<file path="config.mk">
export PLATFORM = sky130hd
export DESIGN_NAME = ptw_walker
export DESIGN_NICKNAME = d
export VERILOG_FILES = /design/src/rtl/ptw_pkg.sv /design/src/rtl/ptw_desc_decode.sv /design/src/rtl/ptw_irq_latch.sv /design/src/rtl/ptw_walker.sv
export SDC_FILE = /design/constraint.sdc
export NUM_CORES = 1
export LEC_CHECK = 0
export BUFFER_PORTS_ARGS = -buffer_cell sky130_fd_sc_hd__buf_2
export CAP_MARGIN = 0
export CORE_ASPECT_RATIO = 2
export CORE_MARGIN = 2
export CORE_UTILIZATION = 40
export DETAILED_ROUTE_END_ITERATION = 16
export GPL_ROUTABILITY_DRIVEN = 0
export PLACE_DENSITY = 0.74
export SLEW_MARGIN = 40
export SYNTH_ARGS = -nofsm -noshare
export SYNTH_HDL_FRONTEND = slang
export SYNTH_SLANG_ARGS = --single-unit
</file>
<file path="constraint.sdc">
create_clock -name clk -period 3.02 [get_ports clk]
set_input_delay 0.453 -clock clk [delete_from_list [all_inputs] [get_ports clk]]
set_output_delay 0.453 -clock clk [all_outputs]
set_load 0.01 [all_outputs]
</file>
<file path="src/rtl/ptw_pkg.sv">
package ptw_pkg;

   // Outcome of decoding one translation descriptor
   typedef enum logic [1:0] {
      DK_FAULT = 2'd0,
      DK_TABLE = 2'd1,
      DK_MAP   = 2'd2
   } desc_kind_t;

   typedef enum logic [1:0] {
      ST_IDLE = 2'd0,
      ST_L1   = 2'd1,
      ST_L2   = 2'd2,
      ST_RESP = 2'd3
   } walk_state_t;

endpackage

</file>
<file path="src/rtl/ptw_desc_decode.sv">
// Decodes one descriptor word. LEVEL picks the first- or second-level variant.
// HI_OFF_W / LO_OFF_W are the offset widths of the larger / smaller mapping.
module ptw_desc_decode
   import ptw_pkg::*;
#(
   parameter int LEVEL     = 1,
   parameter int VA_W      = 32,
   parameter int SUPER_BIT = 18,
   parameter int HI_OFF_W  = 24,
   parameter int LO_OFF_W  = 20
) (
   input  logic [VA_W-1:0] desc,
   input  logic [VA_W-1:0] vaddr,
   output desc_kind_t      kind,
   output logic [VA_W-1:0] paddr
);

   localparam logic [VA_W-1:0] HI_MASK = VA_W'((64'd1 << HI_OFF_W) - 64'd1);
   localparam logic [VA_W-1:0] LO_MASK = VA_W'((64'd1 << LO_OFF_W) - 64'd1);

   logic [VA_W-1:0] pa_hi;
   logic [VA_W-1:0] pa_lo;

   assign pa_hi = (desc & ~HI_MASK) | (vaddr & HI_MASK);
   assign pa_lo = (desc & ~LO_MASK) | (vaddr & LO_MASK);

   if (HI_OFF_W <= LO_OFF_W || HI_OFF_W >= VA_W) begin : g_bad_widths
      $error("ptw_desc_decode: HI_OFF_W must lie between LO_OFF_W and VA_W");
   end

   if (LEVEL == 1) begin : g_first
      // 01 -> coarse table, 10 -> section/supersection, 00/11 -> invalid
      always_comb begin
         paddr = '0;
         unique case (desc[1:0])
            2'b01: kind = DK_TABLE;
            2'b10: begin
               kind  = DK_MAP;
               paddr = desc[SUPER_BIT] ? pa_hi : pa_lo;
            end
            default: kind = DK_FAULT;
         endcase
      end
   end else if (LEVEL == 2) begin : g_second
      // 01 -> large page, 1x -> small page, 00 -> invalid
      always_comb begin
         paddr = '0;
         kind  = DK_FAULT;
         if (desc[1]) begin
            kind  = DK_MAP;
            paddr = pa_lo;
         end else if (desc[0]) begin
            kind  = DK_MAP;
            paddr = pa_hi;
         end
      end
   end else begin : g_bad_level
      $error("ptw_desc_decode: LEVEL must be 1 or 2");
      assign kind  = DK_FAULT;
      assign paddr = '0;
   end

endmodule

</file>
<file path="src/rtl/ptw_irq_latch.sv">
// Sticky interrupt: a set wins over a simultaneous clear.
module ptw_irq_latch (
   input  logic clk,
   input  logic rst_n,
   input  logic set,
   input  logic clr,
   output logic irq
);

   always_ff @(posedge clk or negedge rst_n) begin
      if (!rst_n) begin
         irq <= 1'b0;
      end else if (set) begin
         irq <= 1'b1;
      end else if (clr) begin
         irq <= 1'b0;
      end
   end

endmodule

</file>
<file path="src/rtl/ptw_walker.sv">
module ptw_walker
   import ptw_pkg::*;
#(
   parameter int VA_W        = 32,
   parameter int L1_IDX_W    = 12,
   parameter int L2_IDX_W    = 8,
   parameter int SUPER_OFF_W = 24,
   parameter int LARGE_OFF_W = 16,
   parameter int SUPER_BIT   = 18,
   parameter int BASE_LSB    = 7
) (
   input  logic            clk,
   input  logic            rst_n,
   input  logic            xlat_en,
   input  logic [VA_W-1:0] tbl_base,
   input  logic            req_valid,
   input  logic [VA_W-1:0] req_vaddr,
   output logic            req_ready,
   output logic            rsp_done,
   output logic [VA_W-1:0] rsp_paddr,
   output logic            rsp_fault,
   output logic            mem_rd,
   output logic [VA_W-1:0] mem_addr,
   input  logic [VA_W-1:0] mem_rdata,
   input  logic            mem_ack,
   output logic            fault_irq,
   input  logic            irq_clear
);

   localparam int SECT_OFF_W  = VA_W - L1_IDX_W;
   localparam int SMALL_OFF_W = SECT_OFF_W - L2_IDX_W;
   localparam int L2_BASE_LSB = L2_IDX_W + 2;
   localparam logic [VA_W-1:0] BASE_MASK = ~VA_W'((64'd1 << BASE_LSB) - 64'd1);

   if (SMALL_OFF_W < 2) begin : g_chk_idx
      $error("ptw_walker: index widths leave no room for the page offset");
   end
   if (SUPER_BIT < 2 || SUPER_BIT >= SECT_OFF_W) begin : g_chk_sbit
      $error("ptw_walker: SUPER_BIT must lie inside the section offset field");
   end
   if (BASE_LSB < 2 || BASE_LSB >= VA_W) begin : g_chk_base
      $error("ptw_walker: BASE_LSB out of range");
   end

   walk_state_t     state_q;
   logic [VA_W-1:0] va_q;
   logic [VA_W-1:0] l2_addr_q;
   logic [VA_W-1:0] paddr_q;
   logic            fault_q;

   desc_kind_t      l1_kind;
   desc_kind_t      l2_kind;
   logic [VA_W-1:0] l1_pa;
   logic [VA_W-1:0] l2_pa;
   logic [VA_W-1:0] l1_fetch;
   logic [VA_W-1:0] l2_fetch;
   logic            walk_fault;

   // descriptor fetch addresses
   assign l1_fetch = (tbl_base & BASE_MASK) + VA_W'({va_q[VA_W-1 -: L1_IDX_W], 2'b00});
   assign l2_fetch = {mem_rdata[VA_W-1:L2_BASE_LSB], va_q[SECT_OFF_W-1 -: L2_IDX_W], 2'b00};

   ptw_desc_decode #(
      .LEVEL     (1),
      .VA_W      (VA_W),
      .SUPER_BIT (SUPER_BIT),
      .HI_OFF_W  (SUPER_OFF_W),
      .LO_OFF_W  (SECT_OFF_W)
   ) u_l1dec (
      .desc  (mem_rdata),
      .vaddr (va_q),
      .kind  (l1_kind),
      .paddr (l1_pa)
   );

   ptw_desc_decode #(
      .LEVEL     (2),
      .VA_W      (VA_W),
      .SUPER_BIT (SUPER_BIT),
      .HI_OFF_W  (LARGE_OFF_W),
      .LO_OFF_W  (SMALL_OFF_W)
   ) u_l2dec (
      .desc  (mem_rdata),
      .vaddr (va_q),
      .kind  (l2_kind),
      .paddr (l2_pa)
   );

   assign walk_fault = mem_ack &&
                       (((state_q == ST_L1) && (l1_kind == DK_FAULT)) ||
                        ((state_q == ST_L2) && (l2_kind != DK_MAP)));

   always_ff @(posedge clk or negedge rst_n) begin
      if (!rst_n) begin
         state_q   <= ST_IDLE;
         va_q      <= '0;
         l2_addr_q <= '0;
         paddr_q   <= '0;
         fault_q   <= 1'b0;
      end else begin
         unique case (state_q)
            ST_IDLE: begin
               if (req_valid) begin
                  va_q <= req_vaddr;
                  if (xlat_en) begin
                     state_q <= ST_L1;
                  end else begin
                     paddr_q <= req_vaddr;
                     fault_q <= 1'b0;
                     state_q <= ST_RESP;
                  end
               end
            end
            ST_L1: begin
               if (mem_ack) begin
                  unique case (l1_kind)
                     DK_TABLE: begin
                        l2_addr_q <= l2_fetch;
                        state_q   <= ST_L2;
                     end
                     DK_MAP: begin
                        paddr_q <= l1_pa;
                        fault_q <= 1'b0;
                        state_q <= ST_RESP;
                     end
                     default: begin
                        paddr_q <= '0;
                        fault_q <= 1'b1;
                        state_q <= ST_RESP;
                     end
                  endcase
               end
            end
            ST_L2: begin
               if (mem_ack) begin
                  if (l2_kind == DK_MAP) begin
                     paddr_q <= l2_pa;
                     fault_q <= 1'b0;
                  end else begin
                     paddr_q <= '0;
                     fault_q <= 1'b1;
                  end
                  state_q <= ST_RESP;
               end
            end
            default: state_q <= ST_IDLE;
         endcase
      end
   end

   assign req_ready = (state_q == ST_IDLE);
   assign rsp_done  = (state_q == ST_RESP);
   assign rsp_paddr = paddr_q;
   assign rsp_fault = fault_q;
   assign mem_rd    = (state_q == ST_L1) || (state_q == ST_L2);
   assign mem_addr  = (state_q == ST_L2) ? l2_addr_q : l1_fetch;

   ptw_irq_latch u_irq (
      .clk   (clk),
      .rst_n (rst_n),
      .set   (walk_fault),
      .clr   (irq_clear),
      .irq   (fault_irq)
   );

endmodule

</file>
; Word level (Yosys, flattened, before mapping)
; Index checks and enable logic that the tools add are counted.
[totals]
regBits = 98
latch_bits = 0
ram_bits = 0
romBits = 0
word_cells = 68
n_memories = 0
[op_classes]
addsub = 1
n_mul = 0
div = 0
order_cmp = 0
n_eq_ne = 14
shift = 0
n_mux = 30
n_bitwise = 4
n_reduce_logical = 13
[op_table]
columns = cell, count
row1 = $mux 32, 10
row2 = $pmux 32 s3, 1
row3 = $pmux 32 s2, 1
row4 = $add 32x14->32, 1
row5 = $or 32x12->32, 1
row6 = $or 32x16->32, 1
row7 = $or 32x20->32, 1
row8 = $or 32x24->32, 1
row9 = $mux 2, 6
row10 = $ne 2x2->1 const B, 6
row11 = $eq 2x2->1 const B, 5
row12 = $mux 1, 8
row13 = $eq 2x1->1 const B, 3
row14 = $pmux 2 s3, 1
row15 = $reduce_and 3->1, 2
row16 = $reduce_and 6->1, 1
row17 = $logic_not 2->1, 2
row18 = $pmux 2 s2, 1
row19 = $logic_and 1x1->1, 3
row20 = $pmux 1 s3, 1
row21 = $reduce_bool 3->1, 1
row22 = $logic_or 1x1->1, 2
row23 = $pmux 1 s2, 1
row24 = $reduce_and 2->1, 1
row25 = $reduce_bool 2->1, 1

; Logic depth before layout (Yosys ltp)
[logic_depth]
word_depth = 7
mapped_depth = 9

; By module
; A second synthesis with hierarchy kept.
[unflattened]
hier_cells = 600
hier_area_um2 = 5993.2
[modules_own_cells]
columns = module, instances, cells_each, area_each_um2
row1 = ptw_walker, 1, 514, 5382.7
row2 = ptw_desc_decode at u_l1dec, 1, 43, 311.5
row3 = ptw_desc_decode at u_l2dec, 1, 40, 262.8
row4 = ptw_irq_latch, 1, 3, 36.3

; Least setup slack after synthesis
; No wires, ideal clock.
[synth_timing]
path_type = input-to-output
startpoint = in tbl_base[7]
endpoint = out mem_addr[31]
arrival_ps = 2130
t_required_ps = 2567
setup_slack_ps = 437
stages = 6
path_cell_list = ha_1 -> fa_1 -> a211oi_1 -> o21ai_0 -> nand4_1 -> or3b_1
[synth_via]
elab_chain_len = 2
[synth_lines]
columns = element, line_no
row1 = "start, declared", ptw_walker.sv:15  ; input logic [VA_W-1:0] tbl_base,
row2 = $add 32x14->32, ptw_walker.sv:60  ; assign l1_fetch = (tbl_base & BASE_MASK) + VA_W'({va_q[VA_W-1 -: L1_IDX_W], 2'b00});
row3 = $mux 32, ptw_walker.sv:156  ; assign mem_addr = (state_q == ST_L2) ? l2_addr_q : l1_fetch;
row4 = "end, declared", ptw_walker.sv:23  ; output logic [VA_W-1:0] mem_addr,
; No other way between the ends.

; Worst setup path in the final report
[layout_timing]
startpoint = reg va_q[27]
endpoint = out mem_addr[22]
[layout_via]
elab_chain_len = 2
[layout_lines]
columns = element, line_no
row1 = "start, declared", ptw_walker.sv:46  ; logic [VA_W-1:0] va_q;
row2 = "start signal, assigned", ptw_walker.sv:104  ; va_q <= req_vaddr;
row3 = $add 32x14->32, ptw_walker.sv:60
row4 = $mux 32, ptw_walker.sv:156
; No other way between the ends.

==> impl_metrics.env <==
export IMPL_maxCapViolations=0
export IMPL_final_min_clock_period_ns=2.916
export IMPL_synth_edf_count=0
export IMPL_cp_cell_sequence="ha_2, o211ai_2, o211a_2, or4_1, a31oi_1, buf_2"
export IMPL_ir_drop_v=0.0007972
export IMPL_cp_max_fo=10
export IMPL_fin_worst_skew_ns=0.005081
export IMPL_antennaDiodeCount=0
export IMPL_startpoint_type="flop"
export IMPL_wirelength_um=15720
export IMPL_clock_path_buffers=2
export IMPL_synth_top_cell_by_area="dfrtp_1"
export IMPL_powerDensity_nw_per_um2=1103
export IMPL_coreArea_um2=13440
export IMPL_grt_max_degree=51
export IMPL_final_antenna_net_count=0
export IMPL_fin_ws_ns=0.1044
export IMPL_ff_latch_area_um2=2452
export IMPL_multi_input_area_um2=2855
export IMPL_p_leak_nw=3.114
export IMPL_hold_class="input pin to asynchronous set/reset pin"
export IMPL_maxSlewViolCount=0
export IMPL_slew_headroom=0.5493
export IMPL_layout_drive_gt1_share=0.3746
export IMPL_async_reset_ff_frac=1.000
export IMPL_setup_tns_final_ns=0
export IMPL_synth_top_cell_area_share=0.4488
export IMPL_finalSetupViolCount=0
export IMPL_dr_total_vias=4912
export IMPL_drt_iter0_drc=279
export IMPL_ys_seq_area_frac=0.4488
export IMPL_clk_latency_ns=0.34
export IMPL_dp_hpwl_um=12090
export IMPL_drcViolationCount=0
export IMPL_htreeDepth=3
export IMPL_required_ns=2.57
export IMPL_worst_path_max_delay_cell="or4_1"
export IMPL_cts_clk_slew_worst_paths_ns=0.07
export IMPL_area_growth_pct=24.78
export IMPL_synth_common_cells="98 x dfrtp_1, 68 x nand2_1, 65 x mux2_2"
export IMPL_fp_dieW_um=86.65
export IMPL_rows=60
export IMPL_wl_per_cell_um=18.17
export IMPL_min_period_over_period=0.9654
export IMPL_portBuffers=153
export IMPL_crit_path_end_kind="output port"
export IMPL_synthTopCellsByArea="dfrtp_1 45%, mux2_2 13%, o21ai_0 5.9%"
export IMPL_critPathMaxStageDelay_ns=0.49
export IMPL_cts_root_buf="clkbuf_16"
export IMPL_design_area_um2=6818
export IMPL_synth_flop_cell="dfrtp_1"
export IMPL_fmax_mhz=343.0
export IMPL_cts_made_buffers=9
export IMPL_dpl_cell_area_um2=6437
export IMPL_die_h_um=169.3
export IMPL_outcome="complete, no violations"
export IMPL_cts_tree="yes"
export IMPL_antenna_found_initial=0
export IMPL_hold_violations=0
export IMPL_post_place_ws_ns=0.1557
export IMPL_dieArea_um2=14670
export IMPL_fillers=1262
export IMPL_grt_pass1_wl_um=24160
export IMPL_drt_pass1_iter_count=4
export IMPL_ios=171
export IMPL_syn_area_um2=5464
export IMPL_timing_critical_path_buf_inv=1
export IMPL_p_total_mw=7.517
export IMPL_critPathTopFamily="compound AO/OA/AOI/OAI gates"
export IMPL_nNetsFinal=822
export IMPL_synth_warnings=0
export IMPL_grt_total_usage=0.2143
export IMPL_worst_slew_pin_slew_ns=0.6761
export IMPL_post_drt_via_cell_ratio=5.679
export IMPL_syn_avg_cell_area_um2=9.775
export IMPL_hold_buffers=0
export IMPL_synth_seq_cells=98
export IMPL_grt_pass1_vias=4859
export IMPL_syn_inst=559
export IMPL_arrival_ns=2.46
export IMPL_synth_most_common_cell="dfrtp_1"
export IMPL_start_util=0.4066
export IMPL_synth_cell_type_count=51
export IMPL_cts_sinks=98
export IMPL_grt_overflow_total=0
export IMPL_path_class="flop to output port"
-- state kept, by name, indices dropped and copies added, names as in the netlist --
register	cells
rsp_paddr	32
u_irq.irq	1
state_q	2
l2_addr_q	30
va_q	32
rsp_fault	1
-- layout by cell type, fill, tap and decap left out, drive strengths merged, types with 2 or more instances in the layout --
cell type    n
buf        170
dfrtp       98
nand2       68
o21ai       67
mux2        65
a31oi       32
nor2b       21
nor2        20
inv         19
nand4       15
ha          14
nand3       13
a21oi       12
o31ai       12
clkbuf      10
or4          8
and3         7
o211ai       7
nor3         5
o311ai       5
xnor2        3
a211oi       3
nand2b       3
o211a        3
a22oi        2
o41ai        2
nand4b       2
xor2         2
o22ai        2
conb         2
clkinvlp     2
nor4         2
a21o         2
-- report_power, final --
part	internal [mW]	switching (mW)
combinational	1.74	2.26
clock	0.674	0.499
sequential	1.96	0.386
total	4.37	3.14
-- worst reg2reg max path, cell delays in order, from the launching register on --
cell and delay [ns]:
dfrtp_1 0.41, inv_1 0.09, ha_1 0.42, buf_4 0.37
nor2_1 0.16, o221ai_4 0.47, buf_12 0.27, o21ai_0 0.14
-- per-layer routing --
layer	track usage	vias up	share of wire
met4	0.1277	0	0.052
met3	0.02481	46	0.039
met1	0.2296	2340	0.36
li1	-	2349	-
met5	0	-	0
met2	0.3906	177	0.55
-- cell families (layout without fill, tap and decap cells) --
logic type / after synthesis / count (layout) / share of synthesized area
AND/OR/NAND/NOR: 168 / 168 / 0.1550
multiplexers: 65 / 65 / 0.1340
adder cells (fa/ha/maj): 15 / 15 / 0.03572
buffers and inverters: 52 / 202 / 0.04167
AO/OA/AOI/OAI: 155 / 155 / 0.1761
other: 1 / 2 / 0.0006863
XOR/XNOR: 5 / 5 / 0.008016
flip-flops: 98 / 98 / 0.4488
-- per-stage QoR --
step	util	instances	hold WS, ns
2_1_floorplan	-	560	0.1574
3_3_place_gp	0.4791	846	0.4494
3_5_place_dp	0.4791	846	0.4523
4_1_cts	0.5021	862	0.1657
5_1_grt	0.5074	865	0.1900
6_report	0.5074	865	0.1369
-- layout make-up --
class	instances	share of cell area
clock buffer	10	0.03505
clock inverter	6	0.01046
inverter	16	0.008809
multi-input combinational	410	0.4188
sequential	98	0.3597
tap	155	0.02845
timing repair buffer	170	0.1387
-- what timing repair did --
action,in CTS,in global routing
endpoints found under the setup margin,1,17
setup buffers,0,3
gates resized for setup,1,8
pin swaps,0,3
-- path summary, 6_finish.rpt --
| path | startpoint | endpoint | slack [ns] | cells past startpoint |
|---|---|---|---|---|
| setup / recovery | va_q[27] | mem_addr[22] | 0.10 | 6 |
| hold / removal | rst_n | va_q[14] | 0.14 | 1 |
| setup reg to reg | state_q[0] | rsp_paddr[11] | 0.55 | 7 |
| hold reg to reg | rsp_fault | rsp_fault | 0.46 | 2 |
| max in group asynchronous | rst_n | l2_addr_q[27] | 2.19 | 2 |
| min in group clk | irq_clear | u_irq.irq | 0.29 | 2 |
No activity file was read; power rests on OpenSTA's default activity.
